[config.mk]
export PLATFORM = sky130hd
export DESIGN_NAME = irq_pin_servicer
export DESIGN_NICKNAME = d
export VERILOG_FILES = /design/src/rtl/irqsvc_pkg.sv /design/src/rtl/irqsvc_prio_pick.sv /design/src/rtl/irqsvc_pin_lane.sv /design/src/rtl/irq_pin_servicer.sv
export SDC_FILE = /design/constraint.sdc
export NUM_CORES = 1
export LEC_CHECK = 0
export BUFFER_PORTS_ARGS = -buffer_cell sky130_fd_sc_hd__buf_4
export CORE_MARGIN = 1
export CORE_UTILIZATION = 40
export DETAILED_ROUTE_END_ITERATION = 10
export PLACE_DENSITY = 0.65
export REMOVE_ABC_BUFFERS = 1
export SLEW_MARGIN = 20
export SYNTH_ARGS = -nofsm -noshare
export SYNTH_HDL_FRONTEND = slang
export SYNTH_SLANG_ARGS = --single-unit
export TNS_END_PERCENT = 1
[constraint.sdc]
create_clock -name clk -period 5.15 [get_ports clk]
set_clock_uncertainty 0.15 [all_clocks]
set_input_delay 1.03 -clock clk [delete_from_list [all_inputs] [get_ports clk]]
set_output_delay 1.03 -clock clk [all_outputs]
set_load 0.02 [all_outputs]
[src/rtl/irqsvc_pkg.sv]
package irqsvc_pkg;
   typedef enum logic [1:0] {
      PICK_NONE    = 2'd0,
      PICK_SERVICE = 2'd1,
      PICK_REDO    = 2'd2
   } pick_kind_e;
endpackage

[src/rtl/irqsvc_prio_pick.sv]
module irqsvc_prio_pick #(
   parameter int W  = 8,
   parameter int IW = (W > 1) ? $clog2(W) : 1
) (
   input  logic [W-1:0]  req,
   output logic          found,
   output logic [IW-1:0] idx,
   output logic [W-1:0]  grant
);
   always_comb begin
      found = 1'b0;
      idx   = '0;
      grant = '0;
      for (int i = W - 1; i >= 0; i--) begin
         if (req[i]) begin
            found    = 1'b1;
            idx      = IW'(i);
            grant    = '0;
            grant[i] = 1'b1;
         end
      end
   end
endmodule

[src/rtl/irqsvc_pin_lane.sv]
module irqsvc_pin_lane (
   input  logic clk,
   input  logic rst_n,
   input  logic raw,
   input  logic polarity,
   input  logic level_mode,
   input  logic masked,
   input  logic reeval,
   input  logic eoi_hit,
   input  logic pick_svc,
   input  logic pick_redo,
   output logic want_svc,
   output logic want_redo,
   output logic rirr
);
   logic eff, eff_q, pend, rise, fire, drop_level;

   assign eff        = raw ^ polarity;
   assign rise       = eff & ~eff_q;
   assign fire       = rise & ((~level_mode & ~pend) | ~rirr);
   assign drop_level = ~eff & level_mode;

   always_ff @(posedge clk or negedge rst_n) begin
      if (!rst_n) begin
         eff_q     <= 1'b0;
         pend      <= 1'b0;
         rirr      <= 1'b0;
         want_svc  <= 1'b0;
         want_redo <= 1'b0;
      end else begin
         eff_q <= eff;
         // grant effects come first, later events override them
         if (pick_svc) begin
            want_svc <= 1'b0;
            if (!level_mode) pend <= 1'b0;
         end
         if (pick_redo) want_redo <= 1'b0;
         if (eoi_hit) begin
            rirr <= 1'b0;
            if (!masked && pend) want_redo <= 1'b1;
         end
         // a delivery in flight keeps remote-IRR set over a same-cycle EOI
         if (pick_svc && level_mode && !masked) rirr <= 1'b1;
         if (!eff) begin
            pend <= 1'b0;
            if (level_mode) begin
               want_svc  <= 1'b0;
               want_redo <= 1'b0;
            end
         end else if (rise) begin
            pend <= 1'b1;
         end
         if (fire || (reeval && pend && !drop_level)) want_svc <= 1'b1;
      end
   end
endmodule

[src/rtl/irq_pin_servicer.sv]
module irq_pin_servicer #(
   parameter int NUM_PINS = 8,
   parameter int VEC_W    = 8,
   parameter int IDX_W    = (NUM_PINS > 1) ? $clog2(NUM_PINS) : 1
) (
   input  logic                      clk,
   input  logic                      rst_n,
   input  logic [NUM_PINS-1:0]       pin_raw,
   input  logic [NUM_PINS*VEC_W-1:0] ent_vector,
   input  logic [NUM_PINS-1:0]       ent_mask,
   input  logic [NUM_PINS-1:0]       ent_level,
   input  logic [NUM_PINS-1:0]       ent_polarity,
   input  logic [NUM_PINS-1:0]       reeval,
   input  logic                      eoi_valid,
   input  logic [VEC_W-1:0]          eoi_vector,
   output logic [NUM_PINS-1:0]       remote_irr,
   output logic                      req_valid,
   input  logic                      req_ready,
   output logic [IDX_W-1:0]          req_pin,
   output logic [VEC_W-1:0]          req_vector,
   output logic                      req_level
);
   import irqsvc_pkg::*;

   if (NUM_PINS < 1 || NUM_PINS > 256) begin : g_bad_pins
      $error("NUM_PINS out of range");
   end
   if (VEC_W < 1) begin : g_bad_vec
      $error("VEC_W must be positive");
   end

   logic [NUM_PINS-1:0] want_svc, want_redo, eoi_match, eoi_hit;
   logic [NUM_PINS-1:0] pick_svc, pick_redo, grant;
   logic [IDX_W-1:0]    pick_idx, eoi_idx;
   logic                pick_found, eoi_found, slot_free, pick_en, deliver;
   pick_kind_e          kind;

   // EOI lookup: lowest entry holding the vector
   for (genvar i = 0; i < NUM_PINS; i++) begin : g_match
      assign eoi_match[i] = eoi_valid && (ent_vector[i*VEC_W +: VEC_W] == eoi_vector);
   end

   irqsvc_prio_pick #(.W(NUM_PINS), .IW(IDX_W)) u_eoi_pick (
      .req(eoi_match), .found(eoi_found), .idx(eoi_idx), .grant(eoi_hit)
   );

   // service arbitration
   irqsvc_prio_pick #(.W(NUM_PINS), .IW(IDX_W)) u_svc_pick (
      .req(want_svc | want_redo), .found(pick_found), .idx(pick_idx), .grant(grant)
   );

   assign slot_free = !req_valid || req_ready;
   assign pick_en   = slot_free && pick_found;

   always_comb begin
      if (!pick_en)                kind = PICK_NONE;
      else if (want_svc[pick_idx]) kind = PICK_SERVICE;
      else                         kind = PICK_REDO;
   end

   assign pick_svc  = (kind == PICK_SERVICE) ? grant : '0;
   assign pick_redo = (kind == PICK_REDO)    ? grant : '0;
   assign deliver   = (kind != PICK_NONE) && !ent_mask[pick_idx];

   for (genvar i = 0; i < NUM_PINS; i++) begin : g_lane
      irqsvc_pin_lane u_lane (
         .clk(clk), .rst_n(rst_n),
         .raw(pin_raw[i]), .polarity(ent_polarity[i]),
         .level_mode(ent_level[i]), .masked(ent_mask[i]),
         .reeval(reeval[i]), .eoi_hit(eoi_hit[i]),
         .pick_svc(pick_svc[i]), .pick_redo(pick_redo[i]),
         .want_svc(want_svc[i]), .want_redo(want_redo[i]),
         .rirr(remote_irr[i])
      );
   end

   // output slot
   always_ff @(posedge clk or negedge rst_n) begin
      if (!rst_n) begin
         req_valid  <= 1'b0;
         req_pin    <= '0;
         req_vector <= '0;
         req_level  <= 1'b0;
      end else if (slot_free) begin
         req_valid <= deliver;
         if (deliver) begin
            req_pin    <= pick_idx;
            req_vector <= ent_vector[pick_idx*VEC_W +: VEC_W];
            req_level  <= ent_level[pick_idx];
         end
      end
   end
endmodule

* Word-level counts from Yosys, hierarchy flattened
Cells that the tools add are included.
** Word-level totals
- Register bits :: 53
- Input bits :: 116
- Output and inout bits :: 21
- Word-level logic and storage cells :: 418
** Operators by class
- Magnitude comparators :: 1
- Equal/unequal tests :: 26
- Shifts and indexed selects :: 1
- Mux-type cells :: 162
- Bitwise logic cells :: 89
- Reductions and logical operators :: 95
** Operator list (number)
- two-way mux 8 bit :: 18
- two-way mux 1 bit :: 131
- == test 8 bit :: 8
- indexed part select 64 x 7 -> 8 bit :: 1
- logical AND 1 bit :: 50
- != test 3 bit, second input constant :: 16
- inverter 1 bit :: 40
- AND 1 bit :: 32
- two-way mux 3 bit :: 8
- zero test 1 bit :: 18
- AND reduction 2 bit :: 9
- nonzero test 2 bit :: 9
- binary-select mux 1 bit (select 3 bit) :: 3
- logical OR 1 bit :: 9
- bitwise OR 1 bit :: 8
- bitwise OR 8 bit :: 1
- bitwise XOR 1 bit :: 8
- less-than comparator 3 x 4 -> 1 bit, second input constant :: 1
- two-way mux 2 bit :: 2
- == test 2 x 1 -> 1 bit, second input constant :: 1
- == test 2 bit, second input constant :: 1

* Depth between registers and ports, before layout
Gate-level depths: netlist of the first run.
- Word-level depth :: 20
- Depth in mapped cells :: 9
- Depth with buffers taken out :: 7

* Modules after synthesis
Synthesis of the first run repeated with hierarchy kept, for this count alone.
** Second synthesis, totals
- Cells, all modules :: 420
- Area total of the unflattened synthesis :: 4240.3 µm²
** Modules (own cells, without submodules)
- irq_pin_servicer :: times used 1, cells each 198, area an instance 2168.3 µm², seq. area each 325.3 µm²
- irqsvc_pin_lane :: times used 8, cells each 22, area an instance 222.7 µm², seq. area each 125.1 µm²
- irqsvc_prio_pick :: times used 2, cells each 23, area an instance 145.1 µm², seq. area each 0.0 µm²

* Worst setup path before layout of the first run
Ideal clock, no wire load.
- Kind :: in2reg
- Start :: in eoi_vector[7]
- End :: reg g_lane[7].u_lane.want_redo
- Library setup time :: 0.078 ns
- Arrival time :: 2.662 ns
- Data required time :: 4.922 ns
- Setup slack :: 2.261 ns
- Stages on the path :: 8
- Buffers on the path :: 1
- Path through :: buf_2 > xnor2_1 > nand4_1 > nor3_1 > or4_1 > nor4_1 > nand3b_1 > a21boi_1
** On the way
- Word-level cells in the longest chain between the ends :: 13
- Elaborated cells between the ends (all ways) :: 27
** RTL lines
- start: declaration :: line irq_pin_servicer.sv:15 : input logic [VEC_W-1:0] eoi_vector,
- == test 8 bit :: line irq_pin_servicer.sv:40 : assign eoi_match[i] = eoi_valid && (ent_vector[i*VEC_W +: VEC_W] == eoi_vector);
- logical AND 1 bit :: line irq_pin_servicer.sv:40
- two-way mux 8 bit (7 in series) :: line irqsvc_prio_pick.sv:15 : if (req[i]) begin
- two-way mux 8 bit * :: line irqsvc_prio_pick.sv:15
- two-way mux 1 bit * :: line irqsvc_pin_lane.sv:38 : if (eoi_hit) begin
- two-way mux 1 bit :: line irqsvc_pin_lane.sv:46 : if (level_mode) begin
- two-way mux 1 bit * :: line irqsvc_pin_lane.sv:44 : if (!eff) begin
- end signal: assignment :: line irqsvc_pin_lane.sv:37 : if (pick_redo) want_redo <= 1'b0;
- end signal: assignment :: line irqsvc_pin_lane.sv:40 : if (!masked && pend) want_redo <= 1'b1;
- end signal: assignment :: line irqsvc_pin_lane.sv:48 : want_redo <= 1'b0;
- end: declaration :: line irqsvc_pin_lane.sv:13 : output logic want_redo,
Mark *: on every way between the ends. The rest lies on a longest branch, timed or not.
A chain may end at the register's enable or synchronous reset.

* Worst setup path in the final report of the first run
- Start :: reg g_lane[4].u_lane.want_svc
- End :: reg g_lane[7].u_lane.rirr
** On the way
- Word-level cells in the longest chain between the ends :: 15
- Elaborated cells between the ends (all ways) :: 27
** RTL lines
- start: declaration :: line irqsvc_pin_lane.sv:12 : output logic want_svc,
- start signal: assignment :: line irqsvc_pin_lane.sv:28 : want_svc <= 1'b0;
- start signal: assignment :: line irqsvc_pin_lane.sv:34 : want_svc <= 1'b0;
- start signal: assignment :: line irqsvc_pin_lane.sv:47 : want_svc <= 1'b0;
- bitwise OR 8 bit :: line irq_pin_servicer.sv:49 : .req(want_svc | want_redo), .found(pick_found), .idx(pick_idx), .grant(grant)
- two-way mux 3 bit (5 in series) :: line irqsvc_prio_pick.sv:15
- binary-select mux 1 bit (select 3 bit) :: line irq_pin_servicer.sv:57 : else if (want_svc[pick_idx]) kind = PICK_SERVICE;
- two-way mux 1 bit (not written as such) :: line irq_pin_servicer.sv:57
- two-way mux 2 bit :: line irq_pin_servicer.sv:57
- two-way mux 2 bit :: line irq_pin_servicer.sv:56 : if (!pick_en) kind = PICK_NONE;
- == test 2 x 1 -> 1 bit :: line irq_pin_servicer.sv:61 : assign pick_svc = (kind == PICK_SERVICE) ? grant : '0;
- two-way mux 8 bit * :: line irq_pin_servicer.sv:61
- logical AND 1 bit * (2 in series) :: line irqsvc_pin_lane.sv:43 : if (pick_svc && level_mode && !masked) rirr <= 1'b1;
- two-way mux 1 bit or nonzero test 2 bit (tied branches)
- end signal: assignment :: line irqsvc_pin_lane.sv:27 : rirr <= 1'b0;
- end signal: assignment :: line irqsvc_pin_lane.sv:39 : rirr <= 1'b0;
- end signal: assignment :: line irqsvc_pin_lane.sv:43
- end: declaration :: line irqsvc_pin_lane.sv:14 : output logic rirr
Mark *: on every way between the ends. The rest lies on a longest branch, timed or not. The select of a mux whose other input is x is not followed.

==> flow_metrics.tcl, run 1 <==
set metrics [dict create \
    root_buffer "clkbuf_8" \
    ys_types 65 \
    worstHoldStart "g_lane[7].u_lane.eff_q" \
    drive_above_1_share_pct 30.4 \
    clock_path_buffers 2 \
    worstHoldPathCells 1 \
    vias 4184 \
    hold_viol_final 0 \
    powerDensity_nw_per_um2 425 \
    antenna_found_initial 0 \
    area_growth_pct 27.1 \
    first_pass_iters 5 \
    most-common-layout-cells "buf_4 (137), xnor2_1 (63), dfrtp_1 (53), nand2_1 (36)" \
    setup_tns_ns 0 \
    r2r-start "g_lane[4].u_lane.want_svc" \
    synth_edf_count 0 \
    rows 37 \
    cts_tree "yes" \
    setup_viol 0 \
    crit_arrival_ns 3.43 \
    relSlewSlack_pct 42.5 \
    wl_per_cell_um 18.6 \
    cts_buffers 5 \
    reg2reg_depth 7 \
    final_common_cell "buf_4" \
    grt_pass1_vias 4077 \
    maxSlewViolCount 0 \
    diodes 0 \
    p_leak_nw 2.24 \
    wirelength_um 13400 \
    insertion_delay_ns 0.32 \
    drt_iter0_drc 203 \
    grt_pass1_wl_um 21100 \
    grt_setup_unrepaired "false" \
    core_area_um2 10400 \
    synthCells 464 \
    synth_top_cell_area_share_pct 30.9 \
    cts_resized 0 \
    hold-path-endpoint "g_lane[7].u_lane.pend" \
    vdd_drop_max_uv 215 \
    hpwl_um 10700 \
    dieWidth_um 106 \
    drc_errors 0 \
    async_flop_share_pct 100 \
    gp_congestion 0.908 \
    hp-class "reg2reg" \
    outcome "completed" \
    fin_cells 722 \
    routed_via_density 5.80 \
    io_buffers 136 \
    ys_warn_count 0 \
    start_util_pct 41.3 \
    syn_area_um2 4290 \
    ys_ff_latch 53 \
    cts.htree.levels 2 \
    required_ns 5.26 \
    worst_pin_slew_ns 0.853 \
    synthTopCellsByArea "dfrtp_1 (31%), xnor2_1 (13%), mux2i_1 (6.8%), a21oi_1 (3.4%), mux2_4 (3.2%)" \
    yosysTopAreaCell "dfrtp_1" \
    ys_seq_area_share_pct 30.9 \
    fmax_mhz 301 \
    nFillCells 1013 \
    fin_nets 701 \
    p_total_mw 2.32 \
    holdBufCountCts 0 \
    drv_cap 0 \
    num_io_pins 137 \
    fp.dieH_um 106 \
    cts_num_sinks 53 \
    crit_chain "nor4_2, a21boi_1, o21a_1, a211oi_1, o31a_1, or4b_1, o21ai_1" \
    synthFlopType "dfrtp_1" \
    fin_crit_sh_pct 64.4 \
    r2r_end "g_lane[7].u_lane.rirr" \
    clk_pin_slew_ns 0.11 \
    fin_crit_ns 3.32 \
    worst_setup_path_end_kind "register" \
    crit_slowest_cell "or4b_1" \
    worstPathMaxFanout 12 \
    grt_start_max_net_pins 54 \
    grt-ovfl-total 0 \
    grt_usage_pct 24.2 \
    critPathLaunchType "register" \
    criticalPathCategory "reg2reg" \
    crit_start "g_lane[4].u_lane.want_svc" \
    place_inst 713 \
    dieArea_um2 11100 \
    synth.avg_cell_area_um2 9.24 \
    cp_slowest_stage_delay_ns 0.55 \
    post_cts.repair.setup_buffers 0 \
    rrSetupSlack_ns 1.83 \
    ant_nets 0 \
]
[power breakdown]
group | switching, mW | internal, mW
registers | 0.106 | 0.531
clock network | 0.157 | 0.0994
logic | 0.788 | 0.634
total | 1.05 | 1.26
[worst max path at each step]
| stage | slack (ns) | end | cells past startpoint |
|---|---|---|---|
| final | 1.83 | g_lane[7].u_lane.rirr | 7 |
| after global routing | 1.61 | g_lane[7].u_lane.pend | 7 |
| after CTS | 1.71 | req_vector[6] | 7 |
| after detailed placement | 1.71 | req_vector[6] | 7 |
| after global placement | 1.78 | req_vector[6] | 7 |
| after floorplan | 1.87 | req_vector[2] | 7 |
[flip-flops by register name, indices dropped and copies added (netlist names)]
| name | cells |
|---|---|
| g_lane.u_lane.eff_q | 8 |
| g_lane.u_lane.pend | 8 |
| g_lane.u_lane.rirr | 8 |
| g_lane.u_lane.want_redo | 8 |
| g_lane.u_lane.want_svc | 8 |
| req_vector | 8 |
| req_pin | 3 |
| req_level | 1 |
| req_valid | 1 |
[cells by family (layout without fill, tap and decap cells)]
| logic type | Yosys count | after routing | share of synthesized area (%) |
|---|---|---|---|
| AO/OA/AOI/OAI | 110 | 110 | 18.4 |
| XOR/XNOR | 72 | 72 | 14.7 |
| multiplexers | 44 | 44 | 12.6 |
| buffers and inverters | 40 | 162 | 5.05 |
| flip-flops | 53 | 53 | 30.9 |
| AND/OR/NAND/NOR | 145 | 145 | 18.3 |
[cells in the mapped netlist, types with 3 or more instances]
master	n
mux2i_1	29
nand2b_1	3
a22o_1	7
nor3_1	19
nor4_1	6
inv_1	16
nand4_1	8
o31ai_1	5
a21boi_1	4
xnor2_1	63
nand3_1	10
o22ai_1	4
mux4_2	4
or4_1	6
o211ai_1	3
mux2_4	9
a221oi_1	7
a21oi_1	29
buf_4	10
o221ai_1	3
buf_2	11
xor2_1	9
o41ai_1	4
o21ai_0	12
a21o_1	4
o21ai_1	6
and3_1	3
nor2_1	27
dfrtp_1	53
nand2_1	36
nand4b_1	6
[stage by stage]
| step | utilization (%) | area [um2] | setup slack [ns] | hold slack (ns) |
|---|---|---|---|---|
| 6_report | 52.5 | 5450 | 1.83 | 0.330 |
| 5_1_grt | 52.5 | 5450 | 1.61 | 0.365 |
| 4_1_cts | 52.4 | 5430 | 1.71 | 0.333 |
| 3_5_place_dp | 51.4 | 5330 | 1.71 | 0.317 |
| 3_3_place_gp | 51.4 | 5330 | 1.78 | 0.302 |
| 2_1_floorplan | - | 4130 | 1.87 | 0.279 |
[final cells by class]
cell class | count | area (um2) | area share (%)
Multi-Input combinational cell | 371 | 2750 | 50.4
Sequential cell | 53 | 1330 | 24.3
Timing Repair Buffer | 138 | 1050 | 19.2
Tap cell | 136 | 170 | 3.12
Clock buffer | 5 | 68.8 | 1.26
Inverter | 16 | 60.1 | 1.10
Clock inverter | 3 | 26.3 | 0.482
[per-layer routing]
metal  wire length (um)  vias up  global-route usage, %  share of wire [%]
met5                  0        -                      0                  0
met4                170        0                   5.75                1.3
met3                731       12                   2.72                5.4
met2               6430      158                   40.4                 48
met1               6120     2053                   33.6                 46
li1                   -     1961                      -                  -
[worst max-delay path: cells and delay by family, from the launching register on]
kind	cells	cell delay (ns)
simple gates	2	1.04
flops	1	0.48
compound gates	5	1.57
Power figures use the tool's default switching activity.
==> run 2, diff against run 1 <==
clock period = 3.2 ns   (was 5.15 ns; I/O delays follow)
==> run 2 against run 1 <==
Compared with the run above:
- routed wire length increased by 0.57%
- sequential cell count unchanged
- combinational power increased by 68%
==> flow_metrics.tcl, run 2 (synthesis gave the netlist of run 1 again) <==
set metrics [dict create \
    outcome "completed" \
    maxSlewViolCount 0 \
    grt-ovfl-total 0 \
    routed_via_density 5.75 \
    cts.htree.levels 2 \
    antenna_found_initial 0 \
    cts_buffers 5 \
    gp_congestion 0.956 \
    relSlewSlack_pct 53.7 \
    fmax_mhz 333 \
    rrSetupSlack_ns 0.20 \
    crit_arrival_ns 3.09 \
    vdd_drop_max_uv 330 \
    wirelength_um 13500 \
    endpoint "g_lane[7].u_lane.rirr" \
    ant_nets 0 \
    cts_resized 0 \
    insertion_delay_ns 0.32 \
    wl_per_cell_um 18.4 \
    hpwl_um 10900 \
    postLayoutCellArea_um2 5540 \
    diodes 0 \
    fin_crit_sh_pct 93.8 \
    clk_pin_slew_ns 0.11 \
    crit_start "g_lane[3].u_lane.want_svc" \
    required_ns 3.29 \
    powerDensity_nw_per_um2 689 \
    setup_viol 0 \
    final_common_cell "buf_4" \
    post_cts.repair.setup_buffers 0 \
    r2r_end "g_lane[7].u_lane.rirr" \
    dieWidth_um 106 \
    grt_pass1_vias 4059 \
    criticalPathCategory "reg2reg" \
    grt_setup_unrepaired "false" \
    cts_tree "yes" \
    core_area_um2 10400 \
    reg2reg_depth 7 \
    clock_path_buffers 2 \
    fin_crit_ns 3.00 \
    drv_cap 0 \
    r2r-start "g_lane[3].u_lane.want_svc" \
    first_pass_iters 5 \
    grt_pass1_wl_um 21500 \
    worst_setup_path_end_kind "register" \
    nFillCells 967 \
    vias 4212 \
    hold_viol_final 0 \
    grt_usage_pct 24.6 \
    io_buffers 136 \
    placed_cell_area_um2 5440 \
    drive_above_1_share_pct 32.0 \
    cts_num_sinks 53 \
    rows 37 \
    worstPathMaxFanout 10 \
    drt_iter0_drc 331 \
    p_leak_nw 2.30 \
    holdBufCountCts 0 \
    critPathLaunchType "register" \
    hp-class "in2async" \
    num_io_pins 137 \
    root_buffer "clkbuf_8" \
    start_util_pct 41.3 \
    area_growth_pct 29.2 \
    dieArea_um2 11100 \
    hold_ws_ns 0.200 \
    grt_start_max_net_pins 54 \
    most-common-layout-cells "buf_4 (148), xnor2_1 (63), dfrtp_1 (53), nand2_1 (36)" \
    drc_errors 0 \
    fin_nets 712 \
    fp.dieH_um 106 \
    worst_pin_slew_ns 0.689 \
]
-- run 2: cell count changes in the layout (fill, tap and decap cells not counted), sizes merged --
cell      previous run  this run
clkinvlp             2         1
buf                138       149
clkinv               0         1
-- run 2: worst min-delay path by stage --
stage | to | slack, ns | from
after floorplan | g_lane[0].u_lane.eff_q | 0.19 | rst_n
after global placement | g_lane[6].u_lane.pend | 0.31 | g_lane[6].u_lane.eff_q
after detailed placement | g_lane[7].u_lane.pend | 0.31 | g_lane[7].u_lane.eff_q
after CTS | req_vector[6] | 0.24 | rst_n
after global routing | req_vector[6] | 0.25 | rst_n
final | req_vector[6] | 0.20 | rst_n
-- run 2: final cells by class --
| type | count | area (um2) | area share, % |
|---|---|---|---|
| well taps | 136 | 170 | 3.07 |
| clock buffers | 5 | 68.8 | 1.24 |
| multi-input cells | 371 | 2760 | 49.9 |
| inverters | 16 | 60.1 | 1.08 |
| repair buffers | 149 | 1130 | 20.4 |
| clock inverters | 3 | 21.3 | 0.384 |
| flip-flops and latches | 53 | 1330 | 23.9 |
-- run 2: per-layer routing --
layer	vias to the layer above	share of wire [%]	global-route usage, %
met5	-	0	0
met4	0	0.92	5.16
met3	9	6.1	2.35
met2	171	49	40.5
met1	2056	44	35.0
li1	1976	-	-
-- run 2: critical path, stage by stage, from the launching register on --
cell and delay [ns]:
dfrtp_1 0.43, nor2_1 0.37, o311a_1 0.36, a21o_1 0.42, a211oi_4 0.16, o31a_1 0.40, or4b_1 0.53, o21ai_1 0.11
-- run 2: through the flow --
stage	total power [mW]	TNS (ns)	util, %	worst slack, ns	instances
after detailed placement	3.39	0	52.4	0.243	725
after floorplan	2.51	-0.393	-	-0.0791	440
after global routing	4.05	0	53.4	0.0169	733
after CTS	3.79	0	53.3	0.223	733
after global placement	3.36	0	52.4	0.282	725
final	3.81	0	53.4	0.200	733
-- run 2: report_power, final --
group | total (mW) | internal [mW] | switching (mW)
Clock | 0.400 | 0.156 | 0.244
Sequential | 1.03 | 0.854 | 0.179
Combinational | 2.38 | 1.11 | 1.27
Total | 3.81 | 2.12 | 1.69
==> run 3, diff against run 2 <==
ABC_AREA = 1   (was not set)
PLACE_DENSITY = 0.6   (was 0.65)
==> run 3 against run 2 <==
Compared with the run above:
- via count is 29% higher
- clock-buffer cell count did not move
- clock power up 54%
- non-clock buffer count decreased by 11
- die area up 10%
- synthesized area is 10% higher
- sequential cell count is the same
- global-route usage is 3.8 points higher
- critical endpoint is now req_vector[5]
==> flow_metrics.tcl, run 3 <==
set metrics [dict create \
    maxSlewViolCount 0 \
    rows 39 \
    ys_seq_area_share_pct 28.0 \
    grt-ovfl-total 0 \
    dieWidth_um 111 \
    async_flop_share_pct 100 \
    worst_setup_path_end_kind "register" \
    critPathLaunchType "register" \
    seqCellArea_um2 1330 \
    cts_tree "yes" \
    multi_input_area_um2 2760 \
    setup_viol 0 \
    powerDensity_nw_per_um2 745 \
    required_ns 3.29 \
    wl_per_cell_um 17.0 \
    clock_path_buffers 2 \
    antenna_found_initial 0 \
    yosysTopAreaCell "dfrtp_1" \
    synth_common_cells "nand2_1 (219), inv_1 (110), nor2_1 (89), o21ai_0 (58), dfrtp_1 (53)" \
    grt_pass1_vias 5244 \
    cts.htree.levels 2 \
    worstPathMaxFanout 14 \
    core_area_um2 11500 \
    root_buffer "clkbuf_16" \
    grt_start_max_net_pins 54 \
    diodes 0 \
    relSlewSlack_pct 52.8 \
    fin_nets 995 \
    grt_setup_unrepaired "false" \
    outcome "completed" \
    fin_crit_sh_pct 88.4 \
    vdd_drop_max_uv 435 \
    post_cts.repair.setup_buffers 0 \
    p_leak_nw 3.11 \
    most-common-layout-cells "nand2_1 (219), buf_4 (138), inv_1 (110), nor2_1 (89), o21ai_0 (58)" \
    setup_tns_ns 0 \
    nFillCells 1197 \
    first_pass_iters 6 \
    hpwl_um 13800 \
    drt_iter0_drc 389 \
    fin_util_pct 51.5 \
    syn_area_um2 4730 \
    dieArea_um2 12300 \
    gp_congestion 0.998 \
    hp-class "in2async" \
    ys_ff_latch 53 \
    synthFlopType "dfrtp_1" \
    insertion_delay_ns 0.31 \
    synth_most_common_cell "nand2_1" \
    synth_edf_count 0 \
    vias 5438 \
    drc_errors 0 \
    final_common_cell "nand2_1" \
    clk_pin_slew_ns 0.07 \
    fin_crit_ns 2.83 \
    ys_types 42 \
    area_growth_pct 24.8 \
    drv_cap 0 \
    routed_via_density 5.32 \
    wirelength_um 17400 \
    grt_usage_pct 28.3 \
    crit_arrival_ns 2.92 \
    holdBufCountCts 0 \
    drive_above_1_share_pct 20.3 \
    fp.dieH_um 111 \
    synth_top_cell_area_share_pct 28.0 \
    ant_nets 0 \
    synthCells 766 \
    ys_warn_count 0 \
    worst_pin_slew_ns 0.708 \
    cts_num_sinks 53 \
    synth.avg_cell_area_um2 6.17 \
    grt_pass1_wl_um 27300 \
    hold_viol_final 0 \
    synthTopCellsByArea "dfrtp_1 (28%), nand2_1 (17%), inv_1 (8.7%), nor2_1 (7.1%), o21ai_0 (6.1%)" \
    cts_resized 0 \
    cts_buffers 5 \
    start_util_pct 41.2 \
    fmax_mhz 353 \
    num_io_pins 137 \
    criticalPathCategory "reg2reg" \
    io_buffers 136 \
]
## run 3: cell count changes in the layout (fill, tap and decap cells not counted), sizes merged, moves of 12 or more
cell	delta
nand4	+12
mux2i	-29
a21oi	+12
o21ai	+46
inv	+100
nand3	+28
o22ai	+13
xnor2	-51
nand2	+193
nor2	+63
## run 3: worst max-delay path: stages (launching register included)
cell,delay [ns]
dfrtp_1,0.43
or2_4,0.30
nor3_4,0.15
nand2_2,0.13
nor2_4,0.45
inv_2,0.25
nand3_2,0.19
nand2_1,0.08
a21oi_2,0.40
nand2_1,0.13
nand2_1,0.09
## run 3: kinds of logic (layout without fill, tap and decap cells)
| logic type | after synthesis | in the layout | synth area share, % |
|---|---|---|---|
| AO/OA/AOI/OAI | 141 | 141 | 17.2 |
| buffers and inverters | 150 | 263 | 13.7 |
| XOR/XNOR | 20 | 20 | 3.70 |
| AND/OR/NAND/NOR | 402 | 402 | 37.4 |
| flip-flops | 53 | 53 | 28.0 |
## run 3: worst paths after layout
| path | end | start | cells after the start | slack (ns) |
|---|---|---|---|---|
| worst max-delay path | req_vector[5] | g_lane[2].u_lane.want_svc | 10 | 0.37 |
| worst min-delay path | g_lane[6].u_lane.eff_q | rst_n | 1 | 0.23 |
| worst max register to register | req_vector[5] | g_lane[2].u_lane.want_svc | 10 | 0.37 |
| worst min register to register | req_pin[1] | req_pin[1] | 2 | 0.32 |
| max in group asynchronous | g_lane[1].u_lane.want_svc | rst_n | 1 | 2.20 |
| min in group clk | req_pin[1] | req_pin[1] | 2 | 0.32 |
## run 3: stage by stage
stage | cell area [um2] | power, mW | setup slack, ns | instances | hold slack [ns]
floorplan | 4530 | 2.74 | 0.828 | 734 | 0.194
global placement | 5740 | 3.73 | 0.400 | 1015 | 0.309
detailed placement | 5740 | 3.76 | 0.362 | 1015 | 0.311
CTS | 5900 | 4.39 | 0.337 | 1022 | 0.255
global route | 5900 | 4.73 | 0.172 | 1022 | 0.286
finish | 5900 | 4.40 | 0.371 | 1022 | 0.228
## run 3: area by class of cell
cell class / count / area share, %
Multi-Input combinational cell: 563 / 46.7
Sequential cell: 53 / 22.5
Timing Repair Buffer: 138 / 17.6
Inverter: 118 / 7.55
Tap cell: 143 / 3.03
Clock buffer: 5 / 2.12
Clock inverter: 2 / 0.594
## run 3: where the power goes
group          switching [mW]  internal (mW)
combinational            1.89          0.888
clock                   0.252          0.364
sequential              0.140          0.856
total                    2.29           2.11
## run 3: metal layers
metal	global-route usage (%)	vias up	routed length, um
met3	7.71	40	1470
met2	45.2	244	7850
met5	0	-	0
met1	37.0	2486	7600
li1	-	2668	-
met4	9.51	0	469
